===== src/rtl/uart_fc_pkg.sv =====
package uart_fc_pkg;

  typedef enum logic [1:0] {
    PAR_NONE  = 2'b00,
    PAR_EVEN  = 2'b01,
    PAR_ODD   = 2'b10,
    PAR_NONE3 = 2'b11
  } par_e;

  function automatic logic par_on(input logic [1:0] pm);
    return (pm == PAR_EVEN) || (pm == PAR_ODD);
  endfunction

  // parity bit value that completes the requested sense
  function automatic logic par_calc(input logic [7:0] d, input logic len8, input logic [1:0] pm);
    logic x;
    x = len8 ? ^d : ^d[6:0];
    return x ^ (pm == PAR_ODD);
  endfunction

  // total bits on the wire, start bit included
  function automatic logic [3:0] frame_len(input logic len8, input logic pon, input logic stop2);
    return 4'd9 + {3'b0, len8} + {3'b0, pon} + {3'b0, stop2};
  endfunction

  // LSB-first wire image, bit 0 = start, unused upper bits stay high (stop)
  function automatic logic [11:0] build_frame(input logic [7:0] d, input logic len8, input logic [1:0] pm);
    logic [11:0] f;
    f = len8 ? {3'b111, d, 1'b0} : {4'b1111, d[6:0], 1'b0};
    if (par_on(pm)) begin
      if (len8) f[9] = par_calc(d, len8, pm);
      else      f[8] = par_calc(d, len8, pm);
    end
    return f;
  endfunction

endpackage


===== src/rtl/uart_fc_baud.sv =====
module uart_fc_baud #(
  parameter int DIV_W = 12
) (
  input  logic             clk,
  input  logic             rst_n,
  input  logic [DIV_W-1:0] div,
  output logic             tick
);
  logic [DIV_W-1:0] cnt_q, cnt_d, last;

  always_comb begin
    last  = (div == '0) ? '0 : div - 1'b1;
    tick  = (cnt_q >= last);
    cnt_d = tick ? '0 : cnt_q + 1'b1;
  end

  always_ff @(posedge clk or negedge rst_n) begin
    if (!rst_n) cnt_q <= '0;
    else        cnt_q <= cnt_d;
  end

  // with a divisor above one, ticks never come back to back
  p_tick_gap_r1: assert property (@(posedge clk) disable iff (!rst_n)
    (tick && div > 1 && $stable(div)) |=> !tick);

endmodule


===== src/rtl/uart_fc_fifo.sv =====
module uart_fc_fifo #(
  parameter  int W     = 8,
  parameter  int DEPTH = 16,
  localparam int AW    = $clog2(DEPTH),
  localparam int CW    = AW + 1
) (
  input  logic          clk,
  input  logic          rst_n,
  input  logic          push,
  input  logic [W-1:0]  din,
  input  logic          pop,
  output logic [W-1:0]  dout,
  output logic [CW-1:0] count,
  output logic          full,
  output logic          empty
);
  // DEPTH is expected to be a power of two so the pointers wrap naturally
  logic [W-1:0]  mem [DEPTH];
  logic [AW-1:0] wp_q, wp_d, rp_q, rp_d;
  logic [CW-1:0] cnt_q, cnt_d;
  logic          do_push, do_pop;

  assign full  = (cnt_q == CW'(DEPTH));
  assign empty = (cnt_q == '0);
  assign count = cnt_q;
  assign dout  = mem[rp_q];

  always_comb begin
    do_push = push && !full;
    do_pop  = pop && !empty;
    wp_d    = wp_q + AW'(do_push);
    rp_d    = rp_q + AW'(do_pop);
    cnt_d   = cnt_q + CW'(do_push) - CW'(do_pop);
  end

  always_ff @(posedge clk or negedge rst_n) begin
    if (!rst_n) begin
      wp_q  <= '0;
      rp_q  <= '0;
      cnt_q <= '0;
    end else begin
      wp_q  <= wp_d;
      rp_q  <= rp_d;
      cnt_q <= cnt_d;
    end
  end

  always_ff @(posedge clk) begin
    if (do_push) mem[wp_q] <= din;
  end

  // a push into a full queue with no pop leaves the level alone
  p_no_overflow_r13: assert property (@(posedge clk) disable iff (!rst_n)
    (full && push && !pop) |=> $stable(cnt_q));

endmodule


===== src/rtl/uart_fc_tx.sv =====
module uart_fc_tx
  import uart_fc_pkg::*;
(
  input  logic       clk,
  input  logic       rst_n,
  input  logic       tick,
  input  logic       len8,
  input  logic       stop2,
  input  logic [1:0] par_mode,
  input  logic       cts_hold,
  input  logic       q_empty,
  input  logic [7:0] q_data,
  output logic       q_pop,
  output logic       txd
);
  logic        busy_q, busy_d;
  logic [11:0] sh_q, sh_d;
  logic [3:0]  nb_q, nb_d;
  logic [3:0]  tc_q, tc_d;
  logic        txd_q, txd_d;

  always_comb begin
    busy_d = busy_q;
    sh_d   = sh_q;
    nb_d   = nb_q;
    tc_d   = tc_q;
    q_pop  = 1'b0;
    if (!busy_q) begin
      if (!q_empty && !cts_hold) begin
        q_pop  = 1'b1;
        busy_d = 1'b1;
        sh_d   = build_frame(q_data, len8, par_mode);
        nb_d   = frame_len(len8, par_on(par_mode), stop2);
        tc_d   = '0;
      end
    end else if (tick) begin
      if (tc_q == 4'd15) begin
        tc_d = '0;
        sh_d = {1'b1, sh_q[11:1]};
        nb_d = nb_q - 4'd1;
        if (nb_q == 4'd1) busy_d = 1'b0;
      end else begin
        tc_d = tc_q + 4'd1;
      end
    end
    txd_d = busy_d ? sh_d[0] : 1'b1;
  end

  always_ff @(posedge clk or negedge rst_n) begin
    if (!rst_n) begin
      busy_q <= 1'b0;
      sh_q   <= '1;
      nb_q   <= '0;
      tc_q   <= '0;
      txd_q  <= 1'b1;
    end else begin
      busy_q <= busy_d;
      sh_q   <= sh_d;
      nb_q   <= nb_d;
      tc_q   <= tc_d;
      txd_q  <= txd_d;
    end
  end

  assign txd = txd_q;

  // an idle transmitter stays idle while the far end holds off
  p_cts_hold_r3: assert property (@(posedge clk) disable iff (!rst_n)
    (!busy_q && cts_hold) |=> !busy_q);

  // every character begins with a low start bit on the line
  p_start_low_r1: assert property (@(posedge clk) disable iff (!rst_n)
    $rose(busy_q) |-> !txd_q);

endmodule


===== src/rtl/uart_fc_rx.sv =====
module uart_fc_rx
  import uart_fc_pkg::*;
(
  input  logic       clk,
  input  logic       rst_n,
  input  logic       tick,
  input  logic       len8,
  input  logic [1:0] par_mode,
  input  logic       rxd,
  input  logic       err_clr,
  input  logic       q_full,
  output logic       push,
  output logic [7:0] push_data,
  output logic       frame_done,
  output logic       err_inc,
  output logic       pe_flag,
  output logic       fe_flag,
  output logic       oe_flag,
  output logic       brk_flag
);
  typedef enum logic [2:0] {RX_IDLE, RX_START, RX_DATA, RX_PAR, RX_STOP, RX_WAIT} rx_st_e;

  rx_st_e     st_q, st_d;
  logic [3:0] tc_q, tc_d;
  logic [2:0] bc_q, bc_d;
  logic [7:0] sh_q, sh_d;
  logic       pb_q, pb_d;
  logic       pe_q, fe_q, oe_q, bk_q;
  logic       pe_d, fe_d, oe_d, bk_d;
  logic       pe_e, fe_e, oe_e, bk_e;
  logic       pon, blocked;
  logic [7:0] data;

  always_comb begin
    st_d = st_q; tc_d = tc_q; bc_d = bc_q; sh_d = sh_q; pb_d = pb_q;
    push = 1'b0; frame_done = 1'b0;
    pe_e = 1'b0; fe_e = 1'b0; oe_e = 1'b0; bk_e = 1'b0;
    pon     = par_on(par_mode);
    blocked = pe_q | fe_q | oe_q | bk_q;
    data    = len8 ? sh_q : {1'b0, sh_q[7:1]};
    case (st_q)
      RX_IDLE: if (tick && !rxd) begin
        st_d = RX_START;
        tc_d = '0;
      end
      RX_START: if (tick) begin
        if (tc_q == 4'd7) begin
          tc_d = '0; bc_d = '0; sh_d = '0; pb_d = 1'b0;
          st_d = rxd ? RX_IDLE : RX_DATA;
        end else tc_d = tc_q + 4'd1;
      end
      RX_DATA: if (tick) begin
        if (tc_q == 4'd15) begin
          tc_d = '0;
          sh_d = {rxd, sh_q[7:1]};
          bc_d = bc_q + 3'd1;
          if (bc_q == (len8 ? 3'd7 : 3'd6)) st_d = pon ? RX_PAR : RX_STOP;
        end else tc_d = tc_q + 4'd1;
      end
      RX_PAR: if (tick) begin
        if (tc_q == 4'd15) begin
          tc_d = '0;
          pb_d = rxd;
          st_d = RX_STOP;
        end else tc_d = tc_q + 4'd1;
      end
      RX_STOP: if (tick) begin
        if (tc_q == 4'd15) begin
          tc_d       = '0;
          frame_done = 1'b1;
          if (!rxd && data == '0 && !(pon && pb_q)) begin
            bk_e = 1'b1;
            st_d = RX_WAIT;
          end else begin
            st_d = RX_IDLE;
            fe_e = !rxd;
            pe_e = pon && (pb_q != par_calc(data, len8, par_mode));
            if (!fe_e && !pe_e && !blocked) begin
              if (q_full) oe_e = 1'b1;
              else        push = 1'b1;
            end
          end
        end else tc_d = tc_q + 4'd1;
      end
      RX_WAIT: if (rxd) st_d = RX_IDLE;
      default: st_d = RX_IDLE;
    endcase
    pe_d = (pe_q & !err_clr) | pe_e;
    fe_d = (fe_q & !err_clr) | fe_e;
    oe_d = (oe_q & !err_clr) | oe_e;
    bk_d = (bk_q & !err_clr) | bk_e;
    err_inc   = pe_e | fe_e | oe_e;
    push_data = data;
  end

  always_ff @(posedge clk or negedge rst_n) begin
    if (!rst_n) begin
      st_q <= RX_IDLE; tc_q <= '0; bc_q <= '0; sh_q <= '0; pb_q <= 1'b0;
      pe_q <= 1'b0; fe_q <= 1'b0; oe_q <= 1'b0; bk_q <= 1'b0;
    end else begin
      st_q <= st_d; tc_q <= tc_d; bc_q <= bc_d; sh_q <= sh_d; pb_q <= pb_d;
      pe_q <= pe_d; fe_q <= fe_d; oe_q <= oe_d; bk_q <= bk_d;
    end
  end

  assign pe_flag  = pe_q;
  assign fe_flag  = fe_q;
  assign oe_flag  = oe_q;
  assign brk_flag = bk_q;

  // nothing reaches the queue while a flag is pending
  p_block_r8: assert property (@(posedge clk) disable iff (!rst_n)
    (pe_q || fe_q || oe_q || bk_q) |-> !push);

  // a break never raises a parity or framing flag by itself
  p_brk_clean_r7: assert property (@(posedge clk) disable iff (!rst_n)
    (bk_e && !fe_q && !pe_q) |=> (!fe_q && !pe_q));

endmodule


===== src/rtl/uart_fc.sv =====
module uart_fc
  import uart_fc_pkg::*;
#(
  parameter  int DEPTH  = 16,
  parameter  int DIV_W  = 12,
  parameter  int CNT_W  = 8,
  parameter  int RTS_TH = 14,
  parameter  int RX_TRIG = 8,
  localparam int LVL_W  = $clog2(DEPTH) + 1
) (
  input  logic             clk,
  input  logic             rst_n,
  input  logic [DIV_W-1:0] cfg_div,
  input  logic             cfg_len8,
  input  logic             cfg_stop2,
  input  logic [1:0]       cfg_par,
  input  logic             wr_en,
  input  logic [7:0]       wr_data,
  input  logic             rd_en,
  output logic [7:0]       rd_data,
  input  logic             err_clr,
  output logic [LVL_W-1:0] tx_level,
  output logic [LVL_W-1:0] rx_level,
  output logic             err_parity,
  output logic             err_frame,
  output logic             err_overrun,
  output logic             brk_det,
  output logic [CNT_W-1:0] err_count,
  output logic             rx_timeout,
  output logic             irq_tx_empty,
  output logic             irq_rx_full,
  output logic             irq_rx_err,
  output logic             irq_brk,
  output logic             txd,
  input  logic             rxd,
  input  logic             cts_n,
  output logic             rts_n
);
  localparam int TW = 10;  // holds 64 x 12 bits

  logic             tick;
  logic [1:0]       rxd_sy, cts_sy;
  logic             tx_pop, tx_empty, tx_full, tx_pop_unused;
  logic [7:0]       tx_head;
  logic             rx_push, rx_full, rx_empty, rx_done, rx_inc;
  logic [7:0]       rx_din;
  logic [CNT_W-1:0] ecnt_q, ecnt_d;
  logic [TW-1:0]    to_q, to_d, to_lim;
  logic             rts_q, rts_d;

  uart_fc_baud #(.DIV_W(DIV_W)) u_baud (
    .clk(clk), .rst_n(rst_n), .div(cfg_div), .tick(tick));

  uart_fc_fifo #(.W(8), .DEPTH(DEPTH)) u_txq (
    .clk(clk), .rst_n(rst_n), .push(wr_en), .din(wr_data), .pop(tx_pop),
    .dout(tx_head), .count(tx_level), .full(tx_full), .empty(tx_empty));

  uart_fc_tx u_tx (
    .clk(clk), .rst_n(rst_n), .tick(tick), .len8(cfg_len8), .stop2(cfg_stop2),
    .par_mode(cfg_par), .cts_hold(cts_sy[1]), .q_empty(tx_empty),
    .q_data(tx_head), .q_pop(tx_pop), .txd(txd));

  uart_fc_rx u_rx (
    .clk(clk), .rst_n(rst_n), .tick(tick), .len8(cfg_len8), .par_mode(cfg_par),
    .rxd(rxd_sy[1]), .err_clr(err_clr), .q_full(rx_full), .push(rx_push),
    .push_data(rx_din), .frame_done(rx_done), .err_inc(rx_inc),
    .pe_flag(err_parity), .fe_flag(err_frame), .oe_flag(err_overrun),
    .brk_flag(brk_det));

  uart_fc_fifo #(.W(8), .DEPTH(DEPTH)) u_rxq (
    .clk(clk), .rst_n(rst_n), .push(rx_push), .din(rx_din), .pop(rd_en),
    .dout(rd_data), .count(rx_level), .full(rx_full), .empty(rx_empty));

  assign tx_pop_unused = tx_full;

  always_comb begin
    ecnt_d = ecnt_q;
    if (rx_inc && ecnt_q != '1) ecnt_d = ecnt_q + 1'b1;
    to_lim = {frame_len(cfg_len8, par_on(cfg_par), cfg_stop2), 6'b0};
    if (rx_done || rd_en || rx_empty) to_d = '0;
    else if (tick && to_q < to_lim)   to_d = to_q + 1'b1;
    else                              to_d = to_q;
    rts_d = (rx_level >= LVL_W'(RTS_TH));
  end

  always_ff @(posedge clk or negedge rst_n) begin
    if (!rst_n) begin
      rxd_sy <= 2'b11;
      cts_sy <= 2'b11;
      ecnt_q <= '0;
      to_q   <= '0;
      rts_q  <= 1'b0;
    end else begin
      rxd_sy <= {rxd_sy[0], rxd};
      cts_sy <= {cts_sy[0], cts_n};
      ecnt_q <= ecnt_d;
      to_q   <= to_d;
      rts_q  <= rts_d;
    end
  end

  assign err_count    = ecnt_q;
  assign rx_timeout   = !rx_empty && (to_q >= to_lim);
  assign rts_n        = rts_q;
  assign irq_tx_empty = tx_empty;
  assign irq_rx_full  = (rx_level >= LVL_W'(RX_TRIG));
  assign irq_rx_err   = err_parity | err_frame | err_overrun;
  assign irq_brk      = brk_det;

  // a queue at or above threshold throttles the far end next cycle
  p_rts_hi_r12: assert property (@(posedge clk) disable iff (!rst_n)
    (rx_level >= LVL_W'(RTS_TH)) |=> rts_n);

  // a read drops the timeout flag
  p_tout_clear_r11: assert property (@(posedge clk) disable iff (!rst_n)
    (rd_en && rx_timeout) |=> !rx_timeout);

  // the error count moves by at most one per cycle and never falls
  p_errcnt_step_r10: assert property (@(posedge clk) disable iff (!rst_n)
    1'b1 |=> (err_count == $past(err_count) || err_count == $past(err_count) + 1'b1));

endmodule


===== config.mk =====
export PLATFORM = sky130hd
export DESIGN_NAME = uart_fc
export DESIGN_NICKNAME = d
export VERILOG_FILES = /design/src/rtl/uart_fc_pkg.sv /design/src/rtl/uart_fc_baud.sv /design/src/rtl/uart_fc_fifo.sv /design/src/rtl/uart_fc_tx.sv /design/src/rtl/uart_fc_rx.sv /design/src/rtl/uart_fc.sv
export SDC_FILE = /design/constraint.sdc
export NUM_CORES = 1
export LEC_CHECK = 0
export BUFFER_PORTS_ARGS = -buffer_cell sky130_fd_sc_hd__buf_2
export CORE_ASPECT_RATIO = 1.5
export CORE_MARGIN = 5
export CORE_UTILIZATION = 30
export DETAILED_ROUTE_END_ITERATION = 12
export PLACE_DENSITY = 0.54
export SLEW_MARGIN = 20
export SYNTH_ARGS = -nofsm -noshare
export SYNTH_HDL_FRONTEND = slang
export SYNTH_HIERARCHICAL = 1
export SYNTH_SLANG_ARGS = --single-unit

===== constraint.sdc =====
create_clock -name clk -period 4.6 [get_ports clk]
set_input_delay 0.46 -clock clk [delete_from_list [all_inputs] [get_ports clk]]
set_output_delay 0.46 -clock clk [all_outputs]
set_load 0.005 [all_outputs]

==> summary.txt, run 1 <==
Synth Cell Area: 16400 um2
Die W: 201 um
Antenna viol nets, final: 0
Outcome: finished clean
Crit path buf inv count: 6
Layout cell share with drive strength beyond 1: 21.2%
Drt pass-1 iters: 5
Setup CP Type: in2reg
1st-iter DRT viols: 505
Clk sinks: 362
Root Driver: clkbuf_16
Hold Fails Final Rpt: 0
Largest net degree at the start of global routing: 39
DP Worst Slack: -315 ps
CTS tree: yes
IO buf count: 67
Antenna violations before repair: 1
Worst hold slack: 36.8 ps
Relative slew slack: 39.3%
RSZ-0062 raised after global routing: false
Die height: 297 um
Most common cell on crit path: inv_1
Clk buf depth: 3
Crit Path Max Fanout: 3
Worst-Margin Slew: 907 ps
Crit path from: cfg_div[0]
Area grow syn2layout: 16.3%
Worst Skew: 24.2 ps
Worst r2r src: u_baud/cnt_q[7]$_DFF_PN0_
GR Overflow Total: 0
# setup viols final: 0
Top_reg_cell synth: edfxtp_1
Htree depth: 2
Clk_lat worst skew: 560 ps
Most frequent cells in the layout: edfxtp_1 (256), dfrtp_1 (85), nand2_1 (80), buf_2 (66)
Post-route setup slack: 325 ps
Finished Core Util: 35.0%
Register area share after synthesis: 63.1%
Max-Cap Viols: 0
PD cells: 457 nW/um2
Via/cell ratio: 4.88
Asr flop ratio synth: 29.3%
Hold Startpoint: cts_n
Crit path DAT: 4740 ps
Gr usage total: 11.9%
DRC Markers: 0
Max stage delay cell, worst path: or4b_4
Synth warn: 6
Setup TNS: 0 ps
Final Max Tran Viols: 0
Clock transition at path regs: 60 ps
Die area: 59600 um2
Static leakage power: 6.98 nW
Mapped Nets: 1180
Post-DP HPWL: 25.1 mm
Post-synthesis sequential element count: 362
Post-CTS Setup Bufs: 0
Routed WL per cell: 18.5 um
Number of flops mapped to enable cells by yosys: 256
FP Rows: 105
Routability cong.: 0.811
Core area: 54500 um2
Initial core utilization: 30.1%
Crit. End Element: flop
CP Data Required Time: 5060 ps
Vias in the first global route: 9808
Fin nets: 1296
Final min period: 4270 ps
Num CTS Buffers: 38
Syn_area_per_cell: 15.1 um2
Vias: 9425
Final WL: 35.7 mm
Worst min path class: in2reg
Commonest non-fill, non-tap cell in the layout: edfxtp_1
Max IR drop VDD: 0.296 mV
Pwr Total: 8.73 mW
Syn Inst Count: 1089
Slowest stage delay, CP: 490 ps
Startpoint types: input port
Netlist cell types: 82
# IOs: 68
Family with the most delay on the worst path: simple AND/OR/NAND/NOR gates
Final period util: 92.9%
Max Freq: 234 MHz
First-pass GRT wire length: 55.8 mm
## through the flow
step,std cells,area [um2]
finish,1931,19100
global route,1930,19100
CTS,1930,19100
detailed placement,1858,17800
global placement,1858,17800
floorplan,1089,16500
## sequential cells by signal, indices dropped and copies added, names as in the netlist, 2 cells and up
name,cells
u_txq/wp_q,4
u_tx/nb_q,4
u_txq/mem,128
u_rx/sh_q,8
cts_sy,2
u_rxq/count,5
u_tx/sh_q,12
u_baud/cnt_q,12
u_rx/st_q,3
u_rxq/rp_q,4
u_rxq/wp_q,4
u_rx/bc_q,3
to_q,10
u_rx/tc_q,4
u_txq/rp_q,4
u_rxq/mem,128
rxd_sy,2
err_count,8
u_tx/tc_q,4
u_txq/count,5
## power breakdown
group,internal (mW),switching [mW]
Combinational,0.671,0.729
Clock,1.92,1.28
Sequential,3.77,0.362
Total,6.36,2.38
## final cells by class
cell class                 count  area [um2]
sequential                   362       10400
timing repair buffer         124         771
fill                        5203       35400
clock inverter                22         285
inverter                      59         226
clock buffer                  48        1020
multi-input combinational    620        5560
tap                          695         870
antenna                        1        2.50
## final timing paths
kind	endpoint	slack, ps	depth (start not counted)
hold reg to reg	cts_sy[1]$_DFF_PN1_	360	0
max in group asynchronous	u_rxq/rp_q[1]$_DFF_PN0_	3240	3
hold / removal	cts_sy[0]$_DFF_PN1_	40	1
setup reg to reg	u_rxq/count[4]$_DFF_PN0_	890	21
setup / recovery	u_rxq/count[4]$_DFF_PN0_	330	28
min in group asynchronous	u_baud/cnt_q[7]$_DFF_PN0_	440	2
## cells by family after synthesis
logic type | share of synthesized area [%]
buffers and inverters | 3.54
multiplexers | 10.5
AND/OR/NAND/NOR | 8.64
flip-flops | 63.1
XOR/XNOR | 2.96
AO/OA/AOI/OAI | 6.60
adder cells (fa/ha/maj) | 4.66
## Yosys cell counts, drive strengths merged, types with 4 or more instances
cell,number,area (um2)
nand4,14,87.6
or3,12,81.3
nor4,9,56.3
nand3,23,115
dfrtp,89,2230
a22o,9,78.8
inv,57,214
xor2,19,166
o21ai,23,115
a211oi,16,120
o31ai,7,52.6
and2,4,25.0
nor2b,6,37.5
nor2,43,164
a21oi,36,184
nand2b,10,62.6
clkbuf,13,58.8
nand2,81,304
dfstp,17,447
and3,8,55.1
nand3b,6,45.0
mux2,4,45.0
mux4,64,1560
edfxtp,256,7690
clkdlybuf4s25,6,60.1
nor3,23,131
or4,6,52.6
ha,58,726
buf,29,236
a21o,6,45.0
xnor2,34,298
a22oi,39,293
mux2i,12,120
a31oi,5,31.3
## layer usage
layer,vias to the layer above,wire (um),GRT usage [%]
met5,-,0,0
met4,0,1480,5.07
met3,75,1240,2.44
met2,164,19300,22.4
met1,4757,13700,13.0
li1,4429,-,-
## what timing repair did
action,in CTS,in global routing
resized for setup,0,4
setup endpoints to repair,0,1
hold buffers,2,0
endpoints found under the hold margin,27,0
(Power assumes the default switching activity.)
==> inputs of run 2 (changes only) <==
--- a/config.mk
+++ b/config.mk
@@ -5,6 +5,7 @@
 export SDC_FILE = /design/constraint.sdc
 export NUM_CORES = 1
 export LEC_CHECK = 0
+export ABC_AREA = 1
 export BUFFER_PORTS_ARGS = -buffer_cell sky130_fd_sc_hd__buf_2
 export CORE_ASPECT_RATIO = 1.5
 export CORE_MARGIN = 5
==> summary.txt, run 2 <==
Outcome: finished clean (unchanged)
Setup CP Type: in2reg (unchanged)
Setup TNS: 0 ps (unchanged)
Clk network pwr share: 32.5% (was 36.7%)
Layout cell share with drive strength beyond 1: 12.3% (was 21.2%)
Core area: 59900 um2 (was 54500 um2)
Worst min path class: in2reg (unchanged)
Startpoint types: input port (unchanged)
Slowest stage delay, CP: 410 ps (was 490 ps)
Htree depth: 2 (unchanged)
Area grow syn2layout: 13.3% (was 16.3%)
PD cells: 467 nW/um2 (was 457 nW/um2)
Max IR drop VDD: 0.374 mV (was 0.296 mV)
Clk sinks: 362 (unchanged)
Relative slew slack: 26.6% (was 39.3%)
First-pass GRT wire length: 66.8 mm (was 55.8 mm)
Vias: 12700 (was 9425)
Synth Cell Area: 18100 um2 (was 16400 um2)
Root Driver: clkbuf_16 (unchanged)
# setup viols final: 0 (unchanged)
RSZ-0062 raised after global routing: false (unchanged)
DRC Markers: 0 (unchanged)
DP Area: 19200 um2 (was 17800 um2)
Clk_lat worst skew: 560 ps (about the same)
Die area: 65300 um2 (was 59600 um2)
Hold Fails Final Rpt: 0 (unchanged)
Gr usage total: 12.7% (was 11.9%)
M1 wire length: 15.8 mm (was 13.7 mm)
Switching share of power: 32.3% (was 27.2%)
Met3 wire len: 1.30 mm (was 1.24 mm)
Internal power: 6.47 mW (was 6.36 mW)
Routability cong.: 0.803 (was 0.811)
Synth warn: 6 (unchanged)
CTS tree: yes (unchanged)
DR top layer: met4 (unchanged)
Clock transition at path regs: 60 ps (about the same)
Worst hold slack: 116 ps (was 36.8 ps)
Max-Cap Viols: 0 (unchanged)
1st-iter DRT viols: 582 (was 505)
Antenna violations before repair: 1 (unchanged)
DP Cell Count: 2757 (was 1858)
GR Overflow Total: 0 (unchanged)
Num CTS Buffers: 39 (was 38)
Commonest non-fill, non-tap cell in the layout: nand2_1 (was edfxtp_1)
Syn_area_per_cell: 9.33 um2 (was 15.1 um2)
Drt pass-1 iters: 5 (unchanged)
Static leakage power: 9.34 nW (was 6.98 nW)
Mapped Nets: 2026 (was 1180)
IO buf count: 67 (unchanged)
# IOs: 68 (unchanged)
Finished Core Util: 34.2% (was 35.0%)
Final Instance Area: 20500 um2 (was 19100 um2)
Worst-Margin Slew: 1100 ps (was 907 ps)
CTS-repair resized insts: 0 (unchanged)
Pwr Total: 9.56 mW (was 8.73 mW)
Via/cell ratio: 4.47 (was 4.88)
Final Max Tran Viols: 0 (unchanged)
Syn Inst Count: 1935 (was 1089)
Net Sw Power: 3.09 mW (was 2.38 mW)
Fin nets: 2108 (was 1296)
Routed WL per cell: 14.8 um (was 18.5 um)
CP Data Required Time: 5040 ps (was 5060 ps)
Most frequent cells in the layout: nand2_1 (526), inv_1 (358), edfxtp_1 (256), nand3_1 (255), dfrtp_1 (87) (was edfxtp_1 (256), dfrtp_1 (85), nand2_1 (80), buf_2 (66))
Final WL: 42.0 mm (was 35.7 mm)
Max Freq: 257 MHz (was 234 MHz)
Final period util: 84.7% (was 92.9%)
DP Worst Slack: 156 ps (was -315 ps)
Crit path DAT: 4330 ps (was 4740 ps)
Vias in the first global route: 12800 (was 9808)
Sequential Power Share: 42.6% (was 47.3%)
Post-DP HPWL: 28.3 mm (was 25.1 mm)
Largest net degree at the start of global routing: 66 (was 39)
Final min period: 3900 ps (was 4270 ps)
Worst Skew: 23.5 ps (was 24.2 ps)
FP Rows: 110 (was 105)
Max stage delay cell, worst path: fa_1 (was or4b_4)
Crit Path Max Fanout: 9 (was 3)
Most common cell on crit path: nand2_1 (was inv_1)
Die height: 311 um (was 297 um)
Crit. End Element: flop (unchanged)
Antenna viol nets, final: 0 (unchanged)
Die W: 210 um (was 201 um)
Post-route setup slack: 703 ps (was 325 ps)
Final Non-Filler Cells: 2833 (was 1931)
Initial core utilization: 30.2% (was 30.1%)
Clk buf depth: 3 (unchanged)
Largest regs: u_rxq/mem x128, u_txq/mem x128 (unchanged)
Met2 wire len: 23.5 mm (was 19.3 mm)
Logic pwr share: 24.9% (was 16.0%)
[run 2: final timing paths]
| check | from | to | slack, ps | depth (start not counted) |
|---|---|---|---|---|
| min in group asynchronous | rst_n | u_rxq/rp_q[2]$_DFF_PN0_ | 460 | 2 |
| max reg2reg | u_baud/cnt_q[11]$_DFF_PN0_ | u_rxq/count[4]$_DFF_PN0_ | 1040 | 22 |
| max | cfg_div[5] | u_rxq/count[4]$_DFF_PN0_ | 700 | 28 |
| min | err_clr | u_rx/fe_flag$_DFF_PN0_ | 120 | 2 |
| max in group asynchronous | rst_n | u_tx/sh_q[7]$_DFFE_PN1P_ | 3120 | 3 |
| min reg2reg | cts_sy[0]$_DFF_PN1_ | cts_sy[1]$_DFF_PN1_ | 360 | 0 |
[run 2: repair_timing]
action | 4_1_cts | 5_1_grt
buffers inserted | 0 | 0
endpoints found under the hold margin | 36 | 0
setup endpoints to repair | 0 | 0
hold buffers | 3 | 0
[run 2: cell type report]
type,instances,area [um2]
Timing Repair Buffer,97,571
Antenna cell,1,2.50
Clock inverter,17,174
Fill cell,6100,39400
Inverter,377,1420
Multi-Input combinational cell,1140,5860
Tap cell,784,981
Sequential cell,362,10400
Clock buffer,55,1090
[run 2: power groups by stage]
| stage | logic, mW | clock network, mW | registers, mW |
|---|---|---|---|
| after CTS | 2.43 | 3.22 | 4.08 |
| final | 2.38 | 3.11 | 4.07 |
| after detailed placement | 2.42 | 0 | 4.14 |
| after global placement | 2.35 | 0 | 4.13 |
| after global routing | 2.72 | 3.33 | 4.11 |
| after floorplan | 1.73 | 0 | 4.08 |
[run 2: metal layers]
metal / vias to the layer above / global-route usage [%]
li1: 6346 / -
met1: 6040 / 13.3
met2: 208 / 25.2
met3: 77 / 1.79
met4: 0 / 4.97
met5: - / 0
[run 2: critical path: cells and delay by family]
kind                       cells  cell delay, ps
AOI/OAI and AO/OA              3             410
xor gates and xnor gates       1             150
adders and majority gates      4            1090
buffers and inverters          4             310
and+or+nand+nor               16            1900
